`src/rtl/kmin_pkg.sv`:
```
// Package: shared types for the K-minimum selector.
// Assumes: nothing beyond IEEE 1800-2017.
package kmin_pkg;

    // Controller phases: waiting, bit-serial scan, tie fill
    typedef enum logic [1:0] {
        ST_IDLE = 2'd0,
        ST_STEP = 2'd1,
        ST_FILL = 2'd2
    } kmin_state_t;

endpackage

```
`src/rtl/kmin_colstore.sv`:
```
// Module: column store. Record i of the value set lives in bit i of
// WIDTH column words; one column word is read out per cycle.
// Assumes: the writer gates we itself; rd_bit stays below WIDTH.
module kmin_colstore #(
    parameter int N_REC = 16,
    parameter int WIDTH = 6,
    localparam int IDXW = $clog2(N_REC),
    localparam int BITW = $clog2(WIDTH)
) (
    input  logic             clk,
    input  logic             rst_n,
    input  logic             we,
    input  logic [IDXW-1:0]  wr_idx,
    input  logic [WIDTH-1:0] wr_val,
    input  logic [BITW-1:0]  rd_bit,
    output logic [N_REC-1:0] slice
);

    logic [N_REC-1:0] cols [WIDTH];

    // Scatter one record's bits into every column word
    always_ff @(posedge clk) begin
        if (!rst_n) begin
            for (int j = 0; j < WIDTH; j++) cols[j] <= '0;
        end else if (we) begin
            for (int j = 0; j < WIDTH; j++) cols[j][wr_idx] <= wr_val[j];
        end
    end

    // Present the addressed bit column across all records
    always_comb slice = cols[rd_bit];

endmodule

```
`src/rtl/kmin_popcnt.sv`:
```
// Module: population count of an N_REC-bit vector.
// Assumes: CNTW can hold N_REC.
module kmin_popcnt #(
    parameter int N_REC = 16,
    localparam int CNTW = $clog2(N_REC + 1)
) (
    input  logic [N_REC-1:0] vec,
    output logic [CNTW-1:0]  total
);

    // Add up the set bits
    always_comb begin
        total = '0;
        for (int i = 0; i < N_REC; i++) total = total + CNTW'(vec[i]);
    end

endmodule

```
`src/rtl/kmin_fill.sv`:
```
// Module: picks the first `need` set bits of `avail`, lowest index first.
// Assumes: need never exceeds the count of ones in avail for a useful
// result; with fewer available, all available bits are picked.
module kmin_fill #(
    parameter int N_REC = 16,
    localparam int CNTW = $clog2(N_REC + 1)
) (
    input  logic [N_REC-1:0] avail,
    input  logic [CNTW-1:0]  need,
    output logic [N_REC-1:0] add
);

    logic [CNTW-1:0] taken;

    // Running prefix count decides each pick
    always_comb begin
        taken = '0;
        add   = '0;
        for (int i = 0; i < N_REC; i++) begin
            if (avail[i] && (taken < need)) begin
                add[i] = 1'b1;
                taken  = taken + CNTW'(1);
            end
        end
    end

endmodule

```
`src/rtl/kmin_select.sv`:
```
// Module: bit-serial K-minimum selector (top).
// Scans stored values MSB to LSB, one bit per cycle, refining a candidate
// mask and a committed mask until K records are committed; ties at the
// boundary are resolved by a lowest-index fill cycle.
// Assumes: N_REC >= 2, WIDTH >= 2; start and loads are ignored while busy.
module kmin_select
    import kmin_pkg::*;
#(
    parameter int N_REC = 16,
    parameter int WIDTH = 6,
    localparam int IDXW = $clog2(N_REC),
    localparam int CNTW = $clog2(N_REC + 1),
    localparam int BITW = $clog2(WIDTH),
    localparam int LATW = $clog2(WIDTH + 2)
) (
    input  logic             clk,
    input  logic             rst_n,
    input  logic             ld_en,
    input  logic [IDXW-1:0]  ld_idx,
    input  logic [WIDTH-1:0] ld_val,
    input  logic [CNTW-1:0]  k_in,
    input  logic             start,
    output logic [N_REC-1:0] sel,
    output logic             done,
    output logic             exact
);

    localparam logic [CNTW-1:0] N_CNT   = CNTW'(N_REC);
    localparam logic [BITW-1:0] TOP_BIT = BITW'(WIDTH - 1);

    kmin_state_t      state;
    logic [N_REC-1:0] m_q, v_q;
    logic [CNTW-1:0]  k_q;
    logic [BITW-1:0]  bit_q;
    logic             done_q, exact_q;
    logic [LATW-1:0]  lat_cnt;

    logic [N_REC-1:0] slice, n_vec, cand, fill_add;
    logic [CNTW-1:0]  cnt, v_cnt, need;
    logic             store_we;

    // Loads reach the store only while idle
    assign store_we = ld_en && (state == ST_IDLE);

    kmin_colstore #(.N_REC(N_REC), .WIDTH(WIDTH)) u_store (
        .clk(clk), .rst_n(rst_n), .we(store_we), .wr_idx(ld_idx),
        .wr_val(ld_val), .rd_bit(bit_q), .slice(slice)
    );

    // Records with a 0 at this bit that are still candidates
    always_comb begin
        n_vec = m_q & ~slice;
        cand  = n_vec | v_q;
        need  = k_q - v_cnt;
    end

    kmin_popcnt #(.N_REC(N_REC)) u_cnt_cand (.vec(cand), .total(cnt));
    kmin_popcnt #(.N_REC(N_REC)) u_cnt_sel  (.vec(v_q),  .total(v_cnt));

    kmin_fill #(.N_REC(N_REC)) u_fill (
        .avail(m_q & ~v_q), .need(need), .add(fill_add)
    );

    // Controller: start handling, per-bit mask refinement, tie fill
    always_ff @(posedge clk) begin
        if (!rst_n) begin
            state   <= ST_IDLE;
            m_q     <= '0;
            v_q     <= '0;
            k_q     <= '0;
            bit_q   <= '0;
            done_q  <= 1'b0;
            exact_q <= 1'b0;
        end else begin
            case (state)
                ST_IDLE: begin
                    if (start) begin
                        k_q <= k_in;
                        if (k_in == '0) begin
                            v_q     <= '0;
                            done_q  <= 1'b1;
                            exact_q <= 1'b1;
                        end else if (k_in >= N_CNT) begin
                            v_q     <= '1;
                            done_q  <= 1'b1;
                            exact_q <= (k_in == N_CNT);
                        end else begin
                            m_q     <= '1;
                            v_q     <= '0;
                            bit_q   <= TOP_BIT;
                            done_q  <= 1'b0;
                            exact_q <= 1'b0;
                            state   <= ST_STEP;
                        end
                    end
                end
                ST_STEP: begin
                    if (cnt == k_q) begin
                        v_q     <= cand;
                        done_q  <= 1'b1;
                        exact_q <= 1'b1;
                        state   <= ST_IDLE;
                    end else begin
                        if (cnt > k_q) m_q <= n_vec;
                        else           v_q <= cand;
                        if (bit_q == '0) state <= ST_FILL;
                        else             bit_q <= bit_q - BITW'(1);
                    end
                end
                ST_FILL: begin
                    v_q     <= v_q | fill_add;
                    done_q  <= 1'b1;
                    exact_q <= 1'b0;
                    state   <= ST_IDLE;
                end
                default: state <= ST_IDLE;
            endcase
        end
    end

    // Cycles spent busy, kept for the latency assertion
    always_ff @(posedge clk) begin
        if (!rst_n || state == ST_IDLE) lat_cnt <= '0;
        else                            lat_cnt <= lat_cnt + LATW'(1);
    end

    assign sel   = v_q;
    assign done  = done_q;
    assign exact = exact_q;

    // finished selection holds exactly K ones when K fits
    assert_sel_count_R11: assert property (@(posedge clk) disable iff (!rst_n)
        (done_q && k_q <= N_CNT) |-> ($countones(v_q) == k_q));

    // a scan never outlasts WIDTH steps plus the fill cycle
    assert_latency_R4: assert property (@(posedge clk) disable iff (!rst_n)
        (state != ST_IDLE) |-> (lat_cnt <= LATW'(WIDTH)));

    // while scanning, fewer than K records are committed
    assert_v_below_k_R3: assert property (@(posedge clk) disable iff (!rst_n)
        (state != ST_IDLE) |-> ($countones(v_q) < k_q));

    // a start seen mid-scan does not replace K
    assert_busy_start_R8: assert property (@(posedge clk) disable iff (!rst_n)
        (state != ST_IDLE && start) |=> $stable(k_q));

    // oversized K selects everything on the next edge
    assert_all_sel_R6: assert property (@(posedge clk) disable iff (!rst_n)
        (state == ST_IDLE && start && k_in >= N_CNT) |=> (done_q && (&v_q)));

endmodule

```
`config.mk`:
```
export PLATFORM = sky130hd
export DESIGN_NAME = kmin_select
export DESIGN_NICKNAME = d
export VERILOG_FILES = /design/src/rtl/kmin_pkg.sv /design/src/rtl/kmin_colstore.sv /design/src/rtl/kmin_popcnt.sv /design/src/rtl/kmin_fill.sv /design/src/rtl/kmin_select.sv
export SDC_FILE = /design/constraint.sdc
export NUM_CORES = 1
export LEC_CHECK = 0
export ABC_AREA = 1
export BUFFER_PORTS_ARGS = -buffer_cell sky130_fd_sc_hd__buf_2
export CORE_MARGIN = 3
export CORE_UTILIZATION = 25
export DETAILED_ROUTE_END_ITERATION = 7
export PLACE_DENSITY = 0.37
export SYNTH_ARGS = -nofsm -noshare
export SYNTH_HDL_FRONTEND = slang
export SYNTH_SLANG_ARGS = --single-unit
```
`constraint.sdc`:
```
create_clock -name clk -period 61.7 [get_ports clk]
set_input_delay 6.17 -clock clk [delete_from_list [all_inputs] [get_ports clk]]
set_output_delay 6.17 -clock clk [all_outputs]
set_load 0.03 [all_outputs]
```
==> impl_metrics.csv, run 1 <==
group,metric,value,unit
grt,grt_max_degree,50,
sta,period_share,41.2,%
grt,grt_pass1_wl,49200,um
grt,grt_use_total,14.6,%
sta,relSlewSlack,44.8,%
layout,seq_area,3820,um^2
detailed_routing,avgRoutedWirePerCell,17.2,um
layout,nNetsFinal,1440,
clocking,tritoncts,"built",
critical_path,crit_fanout,6,
critical_path,worstPathRequired,62.06,ns
sta,rsz0062_at_grt,"no",
detailed_routing,drc_errors,0,
logic_synthesis,synth_cell_types,47,
grt,met2_usage,24.3,%
floorplanning,fp.dieW,209,um
critical_path,crit_end,"sel[15]",
logic_synthesis,async_flop_share,0,%
logic_synthesis,yosysTopAreaCell,"edfxtp_1",
logic_synthesis,yosysSeqAreaShare,37.1,%
critical_path,crit-reg2reg-capture,"sel[15]",
critical_path,critPathMaxStageDelay,0.64,ns
critical_path,r2r_slack,36.28,ns
flow_run,maxCapViolCount,0,
layout,drive_gt1_share,10.6,%
grt,gr-total-overflow,0,
critical_path,worstReg2RegStart,"sel[7]",
critical_path,end_kind,"flip-flop",
clocking,clk_latency,0.43,ns
layout,syn2layout_area_growth,13.4,%
outcome,status,"complete, no violations",
clocking,cts_hold_buf,0,
critical_path,cpMostUsedCell,"inv_1",
placement,gp_congestion,0.815,
detailed_routing,antenna_left,0,
logic_synthesis,ys_ff_latch,143,
layout,fin_util,29.1,%
logic_synthesis,syn_inst,1266,
sta,fin_setup_tns,0,ns
logic_synthesis,yosys-top-cells-count,"nand2_1 (203), nor2_1 (201), inv_1 (176), edfxtp_1 (96), ha_1 (91)",
detailed_routing,first_pass_iters,5,
floorplanning,ios,37,
detailed_routing,wirelength,31500,um
logic_synthesis,synth_edf_count,96,
sta,worst_pin_slew,0.827,ns
clocking,clock-sinks,143,
layout,multi_input_comb_area,5620,um^2
clocking,postCtsSetupBuffers,0,
floorplanning,dieHeight,209,um
floorplanning,floorplan.initialDensity,25.6,%
grt,grtUsageMet1,20.2,%
critical_path,crit_type,"reg2reg",
sta,hold_violations,0,
sta,finalCriticalPeriod,25.42,ns
clocking,root_buffer,"clkbuf_16",
worst_hold_path,hp-class,"reg2reg",
critical_path,worst_r2r_path_depth,143,
sta,finClkSkew,0.0111,ns
logic_synthesis,ys_warn_count,0,
logic_synthesis,synth_flop_cell,"edfxtp_1",
critical_path,critPathArrivalTime,25.77,ns
placement,portBuffers,36,
grt,grt_pass1_vias,8424,
critical_path,slowest_stage,"fa_1",
logic_synthesis,synth.most_common_cell,"nand2_1",
clocking,cts_max_level,4,
placement,dp_hpwl,22900,um
floorplanning,num_rows,73,
detailed_routing,vias,8387,
sta,setup_violations,0,
logic_synthesis,post_synth.cell_area_avg,8.13,um^2
grt,antenna_found_initial,0,
grt,use_met3,1.88,%
logic_synthesis,netlist_area,10300,um^2
logic_synthesis,synthDominantCellAreaShare,28.0,%
sta,slew_violations,0,
floorplanning,core,40200,um^2
critical_path,startpoint,"sel[7]",
detailed_routing,vias_per_cell,4.56,
clocking,cts_buffers,17,
clocking,cts.clk_slew.worst_paths,0.07,ns
detailed_routing,first_iter_violations,420,
grt,busiest_layer,"met2",
clocking,cts_resized,0,
layout,fillers,4380,
sta,fmax,39.3,MHz
clocking,cts.path.max_buffers,2,
logic_synthesis,synth.area.top_cells,"edfxtp_1 (28%), ha_1 (11%), dfxtp_1 (9.1%)",
critical_path,startpoint_type,"flip-flop",
layout,n_antenna_cell,0,
floorplanning,die-area,43700,um^2
layer usage:
metal | share of wire (%) | wire length, um
met5 | 0 | 0
met4 | 1.3 | 409
met3 | 2.4 | 764
met2 | 47 | 14900
met1 | 49 | 15500
critical path, delay by kind of cell (launching register included):
family / cells / cell delay [ns]
mux: 1 / 0.20
flops: 1 / 0.35
fa+ha+maj: 21 / 7.70
xor+xnor: 10 / 2.48
simple gates: 65 / 7.12
compound gates: 24 / 5.57
buf+inv: 22 / 1.91
area by class of cell:
cell class	count	share of cell area [%]
Clock inverter	13	1.40
Clock buffer	19	3.71
Sequential cell	143	32.7
Multi-Input combinational cell	899	48.1
Timing Repair Buffer	47	2.25
Inverter	192	6.17
Tap cell	525	5.62
cells by family (layout without fill, tap and decap cells):
kind of cell	Yosys count	after routing	synth area share [%]
XOR/XNOR	27	27	2.44
adder cells (fa/ha/maj)	121	121	16.9
multiplexers	2	2	0.207
AND/OR/NAND/NOR	520	520	21.8
buffers and inverters	225	271	8.35
flip-flops	143	143	37.1
AO/OA/AOI/OAI	227	227	13.2
other	1	2	0.0364
per-stage QoR:
| step | cells | setup slack (ns) | hold slack (ns) | instance area [um^2] |
|---|---|---|---|---|
| floorplan | 1267 | 39.05 | 0.439 | 10300 |
| CTS | 1838 | 36.17 | 0.450 | 11700 |
| global placement | 1806 | 36.47 | 0.435 | 11100 |
| global route | 1838 | 33.73 | 0.481 | 11700 |
| finish | 1838 | 36.28 | 0.447 | 11700 |
| detailed placement | 1806 | 36.27 | 0.439 | 11100 |
sequential cells by signal, summed over array words and instances (netlist names), named ones only:
register / cells
done: 1
k_q: 5
state: 2
m_q: 16
sel: 16
exact: 1
u_store.cols: 96
bit_q: 3
how the worst min path moves through the flow:
stage	from	end	slack [ns]	cells after the start
global placement	exact	exact	0.44	2
global route	exact	exact	0.48	2
detailed placement	exact	exact	0.44	2
floorplan	m_q[12]	m_q[12]	0.44	2
CTS	exact	exact	0.45	2
finish	exact	exact	0.45	2
cell usage in the layout (no fill, tap or decap), types with 8 or more instances in the layout:
cell type,n
clkbuf_16,17
edfxtp_1,96
clkinv_1,8
nand3_1,40
nor2_1,201
nor3_1,8
nand2_2,29
o21ai_0,80
a31oi_1,15
buf_4,11
nand4_1,21
o22ai_1,24
buf_2,36
inv_1,176
ha_1,91
nand2_1,203
a21oi_1,54
fa_1,30
o211ai_1,16
xor2_1,18
dfxtp_1,47
a221oi_1,14
inv_2,8
Power of run 1 is left out: the tool's default activity adds up to more than one toggle a clock period on the data nets, which glitch-free logic cannot reach.
==> inputs of run 2 (changes only) <==
PLACE_DENSITY = 0.38   (was 0.37)
clock period = 20.8 ns   (was 61.7 ns; I/O delays follow)
==> impl_metrics.csv, run 2 (same netlist as run 1, synthesis figures left out) <==
group,metric,value,unit
outcome,status,"complete, but fails checks",
outcome,violations,"negative setup slack",
layout,final_cell_area,14800,um^2
clocking,cts_max_level,4,
detailed_routing,first_pass_iters,5,
floorplanning,core,40200,um^2
layout,final_common_cell,"buf_4",
floorplanning,ios,37,
grt,grt_pass1_vias,9819,
sta,layout_setup_ws,-1.39,ns
sta,hold_violations,0,
detailed_routing,vias_per_cell,4.55,
grt,use_met3,1.55,%
floorplanning,die-area,43700,um^2
grt,grt_pass1_wl,54100,um
critical_path,slowest_stage,"fa_2",
grt,met2_usage,27.1,%
critical_path,startpoint_type,"flip-flop",
clocking,clk_latency,0.43,ns
layout,stdcell_count,2141,
critical_path,end_kind,"flip-flop",
critical_path,worstPathRequired,21.10,ns
placement,post-place-ws,-1.81,ns
floorplanning,num_rows,73,
sta,setup_violations,2,
floorplanning,floorplan.initialDensity,25.6,%
critical_path,crit_fanout,3,
clocking,tritoncts,"built",
grt,antenna_found_initial,0,
layout,n_antenna_cell,0,
clocking,cts_hold_buf,0,
placement,placed_cell_area,12600,um^2
detailed_routing,vias,9743,
layout,drive_gt1_share,36.1,%
detailed_routing,drc_errors,0,
clocking,clock-sinks,143,
floorplanning,fp.dieW,209,um
worst_hold_path,hp-class,"reg2reg",
layout,largest_reg_flops,96,
critical_path,crit_type,"reg2reg",
placement,portBuffers,36,
flow_run,maxCapViolCount,0,
clocking,cts_buffers,17,
sta,finalCriticalPeriod,22.19,ns
layout,fillers,4154,
clocking,root_buffer,"clkbuf_16",
floorplanning,dieHeight,209,um
sta,fmax,45.1,MHz
grt,gr-total-overflow,0,
grt,grt_use_total,15.6,%
sta,slew_violations,0,
sta,worst_pin_slew,0.839,ns
detailed_routing,first_iter_violations,477,
layout,regMostFlops,"u_store.cols",
detailed_routing,wirelength,34800,um
grt,grtUsageMet1,20.8,%
critical_path,cpMostUsedCell,"buf_4",
detailed_routing,avgRoutedWirePerCell,16.2,um
detailed_routing,antenna_left,0,
placement,place_inst,1975,
grt,grt_max_degree,50,
critical_path,critPathMaxStageDelay,0.58,ns
critical_path,critPathArrivalTime,22.50,ns
sta,period_share,107,%
sta,finClkSkew,0.0171,ns
clocking,cts.clk_slew.worst_paths,0.07,ns
layout,syn2layout_area_growth,43.6,%
layout,final_cell_mix,"buf_4 (309), nor2_1 (186), nand2_1 (182)",
placement,dp_hpwl,23700,um
sta,relSlewSlack,44.0,%
sta,rsz0062_at_grt,"yes",
placement,gp_congestion,0.779,
grt,busiest_layer,"met2",
clocking,cts.path.max_buffers,2,
layout,nNetsFinal,1743,
run 2: changes by cell type in the layout (fill, tap and decap cells not counted), moves of 14 or more:
cell	delta
buf_4	+298
ha_1	-25
ha_4	+20
inv_1	-16
inv_2	+14
nand2_1	-21
nand2_2	+16
nor2_1	-15
run 2: through the flow:
step                      setup TNS (ns)  hold slack [ns]  util [%]
final                              -1.93            0.446      36.8
after global routing               -5.50            0.481      36.8
after CTS                          -1.34            0.450      35.3
after detailed placement           -2.53            0.438      31.4
after global placement             -1.76            0.433      31.4
after floorplan                    -1.07            0.439         -
run 2: final timing paths:
| kind | depth (start not counted) | endpoint | from | slack, ns |
|---|---|---|---|---|
| worst min-delay path | 2 | exact | exact | 0.45 |
| worst min register to register | 2 | exact | exact | 0.45 |
| worst max-delay path | 149 | sel[15] | sel[4] | -1.39 |
| worst max register to register | 149 | sel[15] | sel[4] | -1.39 |
run 2: repair_timing:
action / in CTS / in global routing
pin swaps: 59 / 62
setup buffers: 114 / 25
setup endpoints to repair: 2 / 3
gates resized for setup: 26 / 92
run 2: per-layer routing:
layer	up-vias	share of wire (%)	wire length (um)
met5	-	0	0
met4	0	1.6	542
met3	39	2.2	748
met2	123	50	17300
met1	4676	47	16200
li1	4905	-	-
run 2: worst max-delay path: cells and delay by family, from the launching register on:
family	cells	cell delay, ns
compound gates	18	3.20
fa+ha+maj	20	6.71
buf+inv	39	4.11
xor+xnor	9	1.84
flops	1	0.35
simple gates	62	5.57
mux	1	0.24
run 2: area by class of cell:
class	instances	area [um^2]	share of cell area [%]
timing repair buffer	350	2560	17.3
tap	525	657	4.44
clock inverter	15	171	1.16
clock buffer	17	425	2.88
inverter	192	726	4.91
multi-input combinational	899	6400	43.3
sequential	143	3860	26.1
Power of run 2 is left out for the same reason.
